[src/rtl/spi_chain_regslave.sv]
module spi_chain_regslave #(
  parameter int AW = 4,
  parameter int WW = 16
) (
  input  logic          clk,
  input  logic          rst_n,
  input  logic          sclk_i,
  input  logic          sel_n_i,
  input  logic          sdi_i,
  input  logic [AW-1:0] dbg_addr_i,
  output logic          sdo_o,
  output logic          sdo_oe_o,
  output logic [WW-1:0] dbg_data_o
);
  localparam int DEPTH = 1 << AW;
  localparam int CW    = $clog2(WW);

  logic [2:0] sclk_p;
  logic [1:0] sel_p, sdi_p;
  logic       rise, fall, sel, sdi;

  always_ff @(posedge clk or negedge rst_n)
    if (!rst_n) begin
      sclk_p <= '0;
      sel_p  <= '1;
      sdi_p  <= '0;
    end else begin
      sclk_p <= {sclk_p[1:0], sclk_i};
      sel_p  <= {sel_p[0], sel_n_i};
      sdi_p  <= {sdi_p[0], sdi_i};
    end

  assign rise = sclk_p[1] & ~sclk_p[2];
  assign fall = ~sclk_p[1] & sclk_p[2];
  assign sel  = ~sel_p[1];
  assign sdi  = sdi_p[1];

  logic [CW-1:0] bit_cnt;
  logic [WW-1:0] shreg, tx, word;
  logic [AW-1:0] addr;
  logic          in_data, rd_mode, autoinc, sdo_q, word_done;
  logic [WW-1:0] regs [DEPTH];

  assign word      = {shreg[WW-2:0], sdi};
  assign word_done = rise && (bit_cnt == CW'(WW-1));

  always_ff @(posedge clk or negedge rst_n)
    if (!rst_n) begin
      bit_cnt <= '0;
      shreg   <= '0;
      tx      <= '0;
      addr    <= '0;
      in_data <= 1'b0;
      rd_mode <= 1'b0;
      autoinc <= 1'b0;
      sdo_q   <= 1'b0;
      for (int i = 0; i < DEPTH; i++) regs[i] <= '0;
    end else if (!sel) begin
      bit_cnt <= '0;
      in_data <= 1'b0;
      rd_mode <= 1'b0;
      sdo_q   <= 1'b0;
    end else begin
      if (rise) begin
        shreg   <= word;
        bit_cnt <= word_done ? '0 : bit_cnt + 1'b1;
      end
      if (word_done) begin
        if (!in_data) begin
          in_data <= 1'b1;
          rd_mode <= word[WW-1];
          autoinc <= word[WW-2];
          addr    <= word[AW-1:0];
          tx      <= regs[word[AW-1:0]];
        end else begin
          if (!rd_mode) regs[addr] <= word;
          if (autoinc) begin
            addr <= AW'(addr + 1'b1);
            tx   <= regs[AW'(addr + 1'b1)];
          end else begin
            in_data <= 1'b0;
            rd_mode <= 1'b0;
          end
        end
      end
      if (rd_mode) begin
        if (fall) begin
          sdo_q <= tx[WW-1];
          tx    <= tx << 1;
        end
      end else begin
        sdo_q <= sdi;
      end
    end

  assign sdo_o      = sdo_q;
  assign sdo_oe_o   = sel;
  assign dbg_data_o = regs[dbg_addr_i];

  p_idle_quiet_r10: assert property (@(posedge clk) disable iff (!rst_n)
    !sel |=> !sdo_o);
  p_abort_clears_r9: assert property (@(posedge clk) disable iff (!rst_n)
    !sel |=> (!in_data && !rd_mode && bit_cnt == '0));
  p_echo_r4: assert property (@(posedge clk) disable iff (!rst_n)
    (sel && !rd_mode) |=> sdo_o == $past(sdi));
  p_store_r3: assert property (@(posedge clk) disable iff (!rst_n)
    (sel && word_done && in_data && !rd_mode) |=> regs[$past(addr)] == $past(word));
  p_addr_step_r6: assert property (@(posedge clk) disable iff (!rst_n)
    (sel && word_done && in_data && autoinc) |=> addr == AW'($past(addr) + 1'b1));
  p_read_bit_r5: assert property (@(posedge clk) disable iff (!rst_n)
    (sel && rd_mode && fall) |=> sdo_o == $past(tx[WW-1]));
endmodule

[config.mk]
export PLATFORM = sky130hd
export DESIGN_NAME = spi_chain_regslave
export DESIGN_NICKNAME = d
export VERILOG_FILES = /design/src/rtl/spi_chain_regslave.sv
export SDC_FILE = /design/constraint.sdc
export NUM_CORES = 1
export LEC_CHECK = 0
export BUFFER_PORTS_ARGS = -buffer_cell sky130_fd_sc_hd__buf_2
export CORE_MARGIN = 3
export CORE_UTILIZATION = 36
export DETAILED_ROUTE_END_ITERATION = 8
export PLACE_DENSITY_LB_ADDON = 0.08
export REMOVE_ABC_BUFFERS = 1
export SLEW_MARGIN = 20
export SYNTH_ARGS = -nofsm -noshare
export SYNTH_HDL_FRONTEND = slang
export SYNTH_SLANG_ARGS = --single-unit
[constraint.sdc]
create_clock -name clk -period 2.45 [get_ports clk]
set_input_delay 0.3675 -clock clk [delete_from_list [all_inputs] [get_ports clk]]
set_output_delay 0.3675 -clock clk [all_outputs]
set_load 0.03 [all_outputs]
==> results.py, run 1 <==
metrics = {
    "worst_setup_path": {
        "rrSetupSlack_ns": 0.10,
        "path_class": "register to output pin",
        "crit_arrival_ns": 2.16,
        "r2r_start": "sdi_p[1]",
        "end_kind": "output pin",
        "cp_data_required_time_ns": 2.08,
        "critPathLaunchType": "register",
        "worstPathMaxFanout": 4,
        "ff2ff_path_depth": 5,
        "timing.rr.end": "tx[4]",
    },
    "yosys": {
        "synth.top_cell.area_share_pct": 42.5,
        "syn_area_um2": 17900,
        "muxShareOfSynthArea_pct": 40.5,
        "synthTopCellsByCount": "dfrtp_1, mux2_2, nand2_1",
        "yosys_warnings": 0,
        "synth-edff-count": 0,
        "yosysTopAreaCell": "dfrtp_1",
        "ys_async_sr_fraction_pct": 100,
        "synth.area.top_cells": "dfrtp_1, mux4_2, mux2_2",
        "synth_top_family_by_area": "multiplexers",
        "yosysUniqueCellTypes": 46,
        "avgSynthCellArea_um2": 13.1,
        "synthAdderAreaFrac_pct": 0.349,
        "synth_cells": 1371,
        "yosys.area_share.xor_xnor_pct": 0.244,
        "yosys.area_share.simple_pct": 8.55,
        "ys_seq_area_share_pct": 42.8,
        "synth_compound_area_share_pct": 4.41,
        "synth.most_common_cell": "dfrtp_1",
        "synth-seq-cells": 306,
        "ys.flop_type": "dfrtp_1",
    },
    "timing": {
        "fmax_ghz": 0.396,
        "hold_violations": 0,
        "setup_viol": 15,
        "setup_ws_ns": -0.0782,
        "fin_crit_ns": 2.53,
        "period_share_pct": 103,
        "slew_viol_final": 0,
        "worst_pin_slew_ns": 0.677,
        "fin_skew_ns": 0.0150,
        "max_slew_margin_pct": 54.8,
        "rsz0062_at_grt": "true",
    },
    "power_and_ir_drop": {
        "internal-power_mw": 9.51,
        "pwr-share-clk_pct": 48.2,
        "max-vdd-ir-drop_mv": 0.437,
        "p_comb_share_pct": 8.7,
        "p_seq_share_pct": 43.1,
        "swShare_pct": 26.8,
        "leakage_nw": 9.61,
        "p_sw_mw": 3.48,
        "p_per_area_nw_per_um2": 598,
    },
    "layout": {
        "stdcell_count": 2200,
        "area_growth_pct": 21.2,
        "final_net_count": 1521,
        "register_area_um2": 7670,
        "drive_gt1_share_pct": 48.2,
        "post-route-util_pct": 44.3,
        "multi_input_area_um2": 9760,
        "num-fill-cells": 4536,
        "n_antenna_cell": 0,
    },
    "place": {
        "dpl.hpwl_um": 37300,
        "dpl.cell_count": 2033,
        "place_congestion": 0.820,
        "port-buffer-count": 26,
    },
    "routing": {
        "route.detailed.drc": 0,
        "dr.pass1.iters": 5,
        "wl_per_cell_um": 27.6,
        "routed_via_density": 5.84,
        "initialDrtViolationCount": 1051,
        "num_vias": 12800,
        "final_antenna_net_count": 0,
        "wl_um": 60800,
    },
    "die": {
        "start_util_pct": 36.5,
        "ioPinCount": 27,
        "row_count": 81,
        "core-area_um2": 49100,
        "die-area_um2": 52500,
        "fp.dieH_um": 229,
        "die_width_um": 229,
    },
    "job": {
        "maxCapViolCount": 0,
    },
    "global_routing": {
        "use_met1_pct": 32.4,
        "grt_remaining_overflow": 0,
        "grt_pass1_vias": 13200,
        "grt_pass1_wl_um": 91100,
        "antenna_found_initial": 0,
        "grtUsageMet2_pct": 37.3,
        "grtUsageTotal_pct": 23.4,
        "met3_usage_pct": 4.24,
        "grt_max_degree": 62,
        "gr-max-usage-layer": "met2",
    },
    "clock_network": {
        "path_clk_slew_ns": 0.06,
        "cts_buffer_depth": 3,
        "cts_tree": "built",
        "clock_latency_ns": 0.57,
        "clock-root-buffer": "clkbuf_16",
        "cts_buffers": 39,
        "htree_levels": 2,
        "clock-sinks": 306,
    },
    "run_status": {
        "outcome": "complete, but fails checks",
        "violations": "setup timing",
    },
    "worst_hold_path": {
        "hp-class": "input port to asynchronous set/reset pin",
    },
}
[worst max-delay path by stage]
stage,from,endpoint,cells after the start
detailed placement,dbg_addr_i[0],dbg_data_o[14],5
floorplan,addr[0],tx[0],6
global placement,dbg_addr_i[0],dbg_data_o[8],5
finish,regs[59],dbg_data_o[11],3
CTS,regs[123],dbg_data_o[11],3
global route,regs[59],dbg_data_o[11],3
[final cells by class]
type,instances,area share (%)
inverter,5,0.0864
clock buffer,57,5.51
clock inverter,13,0.916
timing repair buffer,217,9.42
sequential,306,35.3
tap,664,3.83
multi-input combinational,938,44.9
[layout by cell type (no fill, tap or decap), types with 24 or more instances in the layout]
cell type	synthesis	routed
nand3_1	72	72
mux2_2	242	242
nand2_1	174	174
o22ai_1	26	26
mux4_2	155	155
buf_12	0	27
buf_4	1	161
mux2_4	30	30
clkbuf_16	0	41
nor3_1	24	24
mux2i_1	52	52
a21oi_1	34	33
dfrtp_1	304	300
[logic make-up after synthesis]
family | after synthesis
XOR/XNOR | 5
flip-flops | 306
AO/OA/AOI/OAI | 116
adder cells (fa/ha/maj) | 5
AND/OR/NAND/NOR | 327
multiplexers | 485
buffers and inverters | 127
[repair_timing]
action	CTS	global route
hold buffers	4	0
resized for setup	32	4
buffers inserted	70	23
pin swaps	0	1
endpoints found under the setup margin	16	39
hold endpoints to repair	43	0
[power by group through the flow]
stage	sequential, mW	combinational [mW]	clock [mW]
2_1_floorplan	5.60	0.432	0
3_3_place_gp	5.70	1.11	0
3_5_place_dp	5.71	1.12	0
4_1_cts	5.61	1.13	6.45
5_1_grt	5.64	1.20	6.64
6_report	5.60	1.13	6.26
[stage by stage]
step	instance area, um2	total power, mW	TNS (ns)	hold slack (ns)	worst slack [ns]
finish	21700	13.0	-0.385	0.327	-0.0782
global route	21700	13.5	-1.40	0.347	-0.121
CTS	21500	13.2	-0.970	0.307	-0.118
detailed placement	19400	6.83	-0.0541	0.317	-0.0148
global placement	19400	6.82	0	0.318	0.00525
floorplan	17400	6.03	-54.12	0.0719	-3.18
[critical path: stages, from the launching register on]
cell and delay [ns]:
dfrtp_1 0.41, mux4_2 0.46, mux4_2 0.55, buf_6 0.17
[routing by layer]
layer	vias to the layer above	routed length (um)
met3	121	3780
met2	437	28500
li1	5513	-
met1	6774	26300
met5	-	0
met4	0	2210
[flip-flops by register name (all words and copies together), names as in the netlist, 2 cells and up]
signal	cells
sdi_p	2
sclk_p	3
addr	4
shreg	15
regs	256
sel_p	2
tx	16
bit_cnt	4
(Power assumes the default switching activity.)
==> run 2, diff against run 1 <==
--- a/config.mk
+++ b/config.mk
@@ -9,6 +9,7 @@
 export CORE_MARGIN = 3
 export CORE_UTILIZATION = 36
 export DETAILED_ROUTE_END_ITERATION = 8
+export GPL_TIMING_DRIVEN = 0
 export PLACE_DENSITY_LB_ADDON = 0.08
 export REMOVE_ABC_BUFFERS = 1
 export SLEW_MARGIN = 20
==> run 2 against run 1 <==
The flow still finishes with violations (setup timing). Count of clock-buffer cells in the layout increased by 6. Clock power decreased by 5.8%. Critical endpoint unchanged. Largest power group unchanged. Core utilization increased by 1.7 points. Global-route usage increased by 0.81 points. Via count increased by 2.2%. Cell area increased by 3.9%. Combinational power increased by 11%. Sequential share of layout area decreased by 1.3 points. Largest cell class unchanged. Hold slack improved by 0.021 ns.
==> results.py, run 2 (synthesis gave the netlist of run 1 again) <==
metrics = {
    "run_status": {
        "outcome": "complete, but fails checks",
        "violations": "setup timing",
    },
    "worst_setup_path": {
        "critPathLaunchType": "register",
        "crit_path_start": "regs[123]",
        "end_kind": "output pin",
        "path_class": "register to output pin",
        "r2r_start": "sdi_p[1]",
        "cp_data_required_time_ns": 2.08,
        "ff2ff_path_depth": 5,
        "crit_arrival_ns": 2.17,
        "timing.rr.end": "tx[1]",
        "worstPathMaxFanout": 2,
        "rrSetupSlack_ns": 0.01,
    },
    "clock_network": {
        "clock-root-buffer": "clkbuf_16",
        "clock_latency_ns": 0.56,
        "path_clk_slew_ns": 0.06,
        "cts_buffers": 39,
        "htree_levels": 2,
        "clock-sinks": 306,
        "cts_tree": "built",
        "cts_buffer_depth": 3,
    },
    "place": {
        "dpl.cell_count": 1968,
        "dpl.hpwl_um": 34100,
        "place_area_um2": 19100,
        "place_congestion": 0.780,
        "port-buffer-count": 26,
    },
    "timing": {
        "fmax_ghz": 0.394,
        "slew_viol_final": 0,
        "max_slew_margin_pct": 29.7,
        "setup_ws_ns": -0.0850,
        "hold_violations": 0,
        "worst_pin_slew_ns": 1.05,
        "fin_skew_ns": 0.0126,
        "hold_slack_ns": 0.348,
        "setup_viol": 11,
        "rsz0062_at_grt": "true",
        "fin_crit_ns": 2.53,
        "period_share_pct": 103,
    },
    "routing": {
        "dr.pass1.iters": 5,
        "initialDrtViolationCount": 987,
        "wl_um": 63400,
        "routed_via_density": 5.85,
        "final_antenna_net_count": 0,
        "wl_per_cell_um": 28.3,
        "num_vias": 13100,
        "route.detailed.drc": 0,
    },
    "layout": {
        "num-fill-cells": 4470,
        "mostFrequentLayoutCells": "dfrtp_1, mux2_2, buf_4",
        "top_regs": "regs (256), tx (16), shreg (15)",
        "drive_gt1_share_pct": 50.4,
        "multi_input_area_um2": 10000,
        "n_antenna_cell": 0,
        "area_growth_pct": 26.0,
        "final_cell_area_um2": 22600,
        "stdcell_count": 2244,
        "largest_reg_flops": 256,
        "register_area_um2": 7680,
        "regMostFlops": "regs",
        "final_net_count": 1565,
        "mostFrequentLayoutCell": "dfrtp_1",
    },
    "global_routing": {
        "grt_max_degree": 92,
        "grtUsageTotal_pct": 24.2,
        "grt_remaining_overflow": 0,
        "antenna_found_initial": 0,
        "grt_pass1_wl_um": 94000,
        "grt_pass1_vias": 13500,
    },
    "die": {
        "start_util_pct": 36.5,
        "row_count": 81,
        "die_width_um": 229,
        "fp.dieH_um": 229,
        "core-area_um2": 49100,
        "ioPinCount": 27,
        "die-area_um2": 52500,
    },
    "power_and_ir_drop": {
        "p_per_area_nw_per_um2": 562,
        "max-vdd-ir-drop_mv": 0.507,
        "leakage_nw": 10.1,
    },
    "worst_hold_path": {
        "hp-class": "input port to asynchronous set/reset pin",
    },
    "job": {
        "maxCapViolCount": 0,
    },
}
[run 2: worst max path at each step]
stage                           endpoint
after floorplan                    tx[0]
after global placement             tx[8]
after detailed placement          tx[13]
after CTS                      regs[218]
after global routing      dbg_data_o[11]
final                     dbg_data_o[11]
[run 2: metrics by stage]
stage	setup slack (ns)	TNS (ns)	utilization, %	total power [mW]
final	-0.0850	-0.261	46.0	12.7
after global routing	-0.0994	-1.05	46.0	13.1
after CTS	-0.113	-3.35	45.5	12.8
after detailed placement	-0.796	-112.20	39.0	6.79
after global placement	-7.04	-1986.81	37.4	6.75
after floorplan	-3.18	-54.12	-	6.03
[run 2: area by class of cell]
cell class,count,share of cell area [%]
multi-input cells,938,44.4
flip-flops and latches,306,34.0
repair buffers,261,12.1
clock buffers,63,5.35
well taps,664,3.68
clock inverters,7,0.399
inverters,5,0.0831
[run 2: worst max-delay path, cell delays in order (launching register included)]
cell and delay (ns):
dfrtp_1 0.39, mux4_2 0.48, mux4_2 0.56, buf_6 0.17
[run 2: what timing repair did]
item,in CTS,in global routing
buffers inserted,172,26
resized for setup,74,4
hold buffers,4,0
gates cloned,4,0
pin swaps,9,6
setup endpoints to repair,291,160
endpoints found under the hold margin,58,0
[run 2: per-layer routing]
layer | share of wire, % | GRT usage (%) | up-vias
met2 | 49 | 40.3 | 450
met3 | 5.8 | 4.05 | 108
met4 | 3.0 | 7.55 | 0
met1 | 43 | 32.4 | 6955
li1 | - | - | 5610
met5 | 0 | 0 | -
[run 2: where the power goes]
| part | switching (mW) | total (mW) | internal, mW |
|---|---|---|---|
| Clock | 2.32 | 5.90 | 3.57 |
| Sequential | 0.400 | 5.53 | 5.13 |
| Combinational | 0.758 | 1.25 | 0.491 |
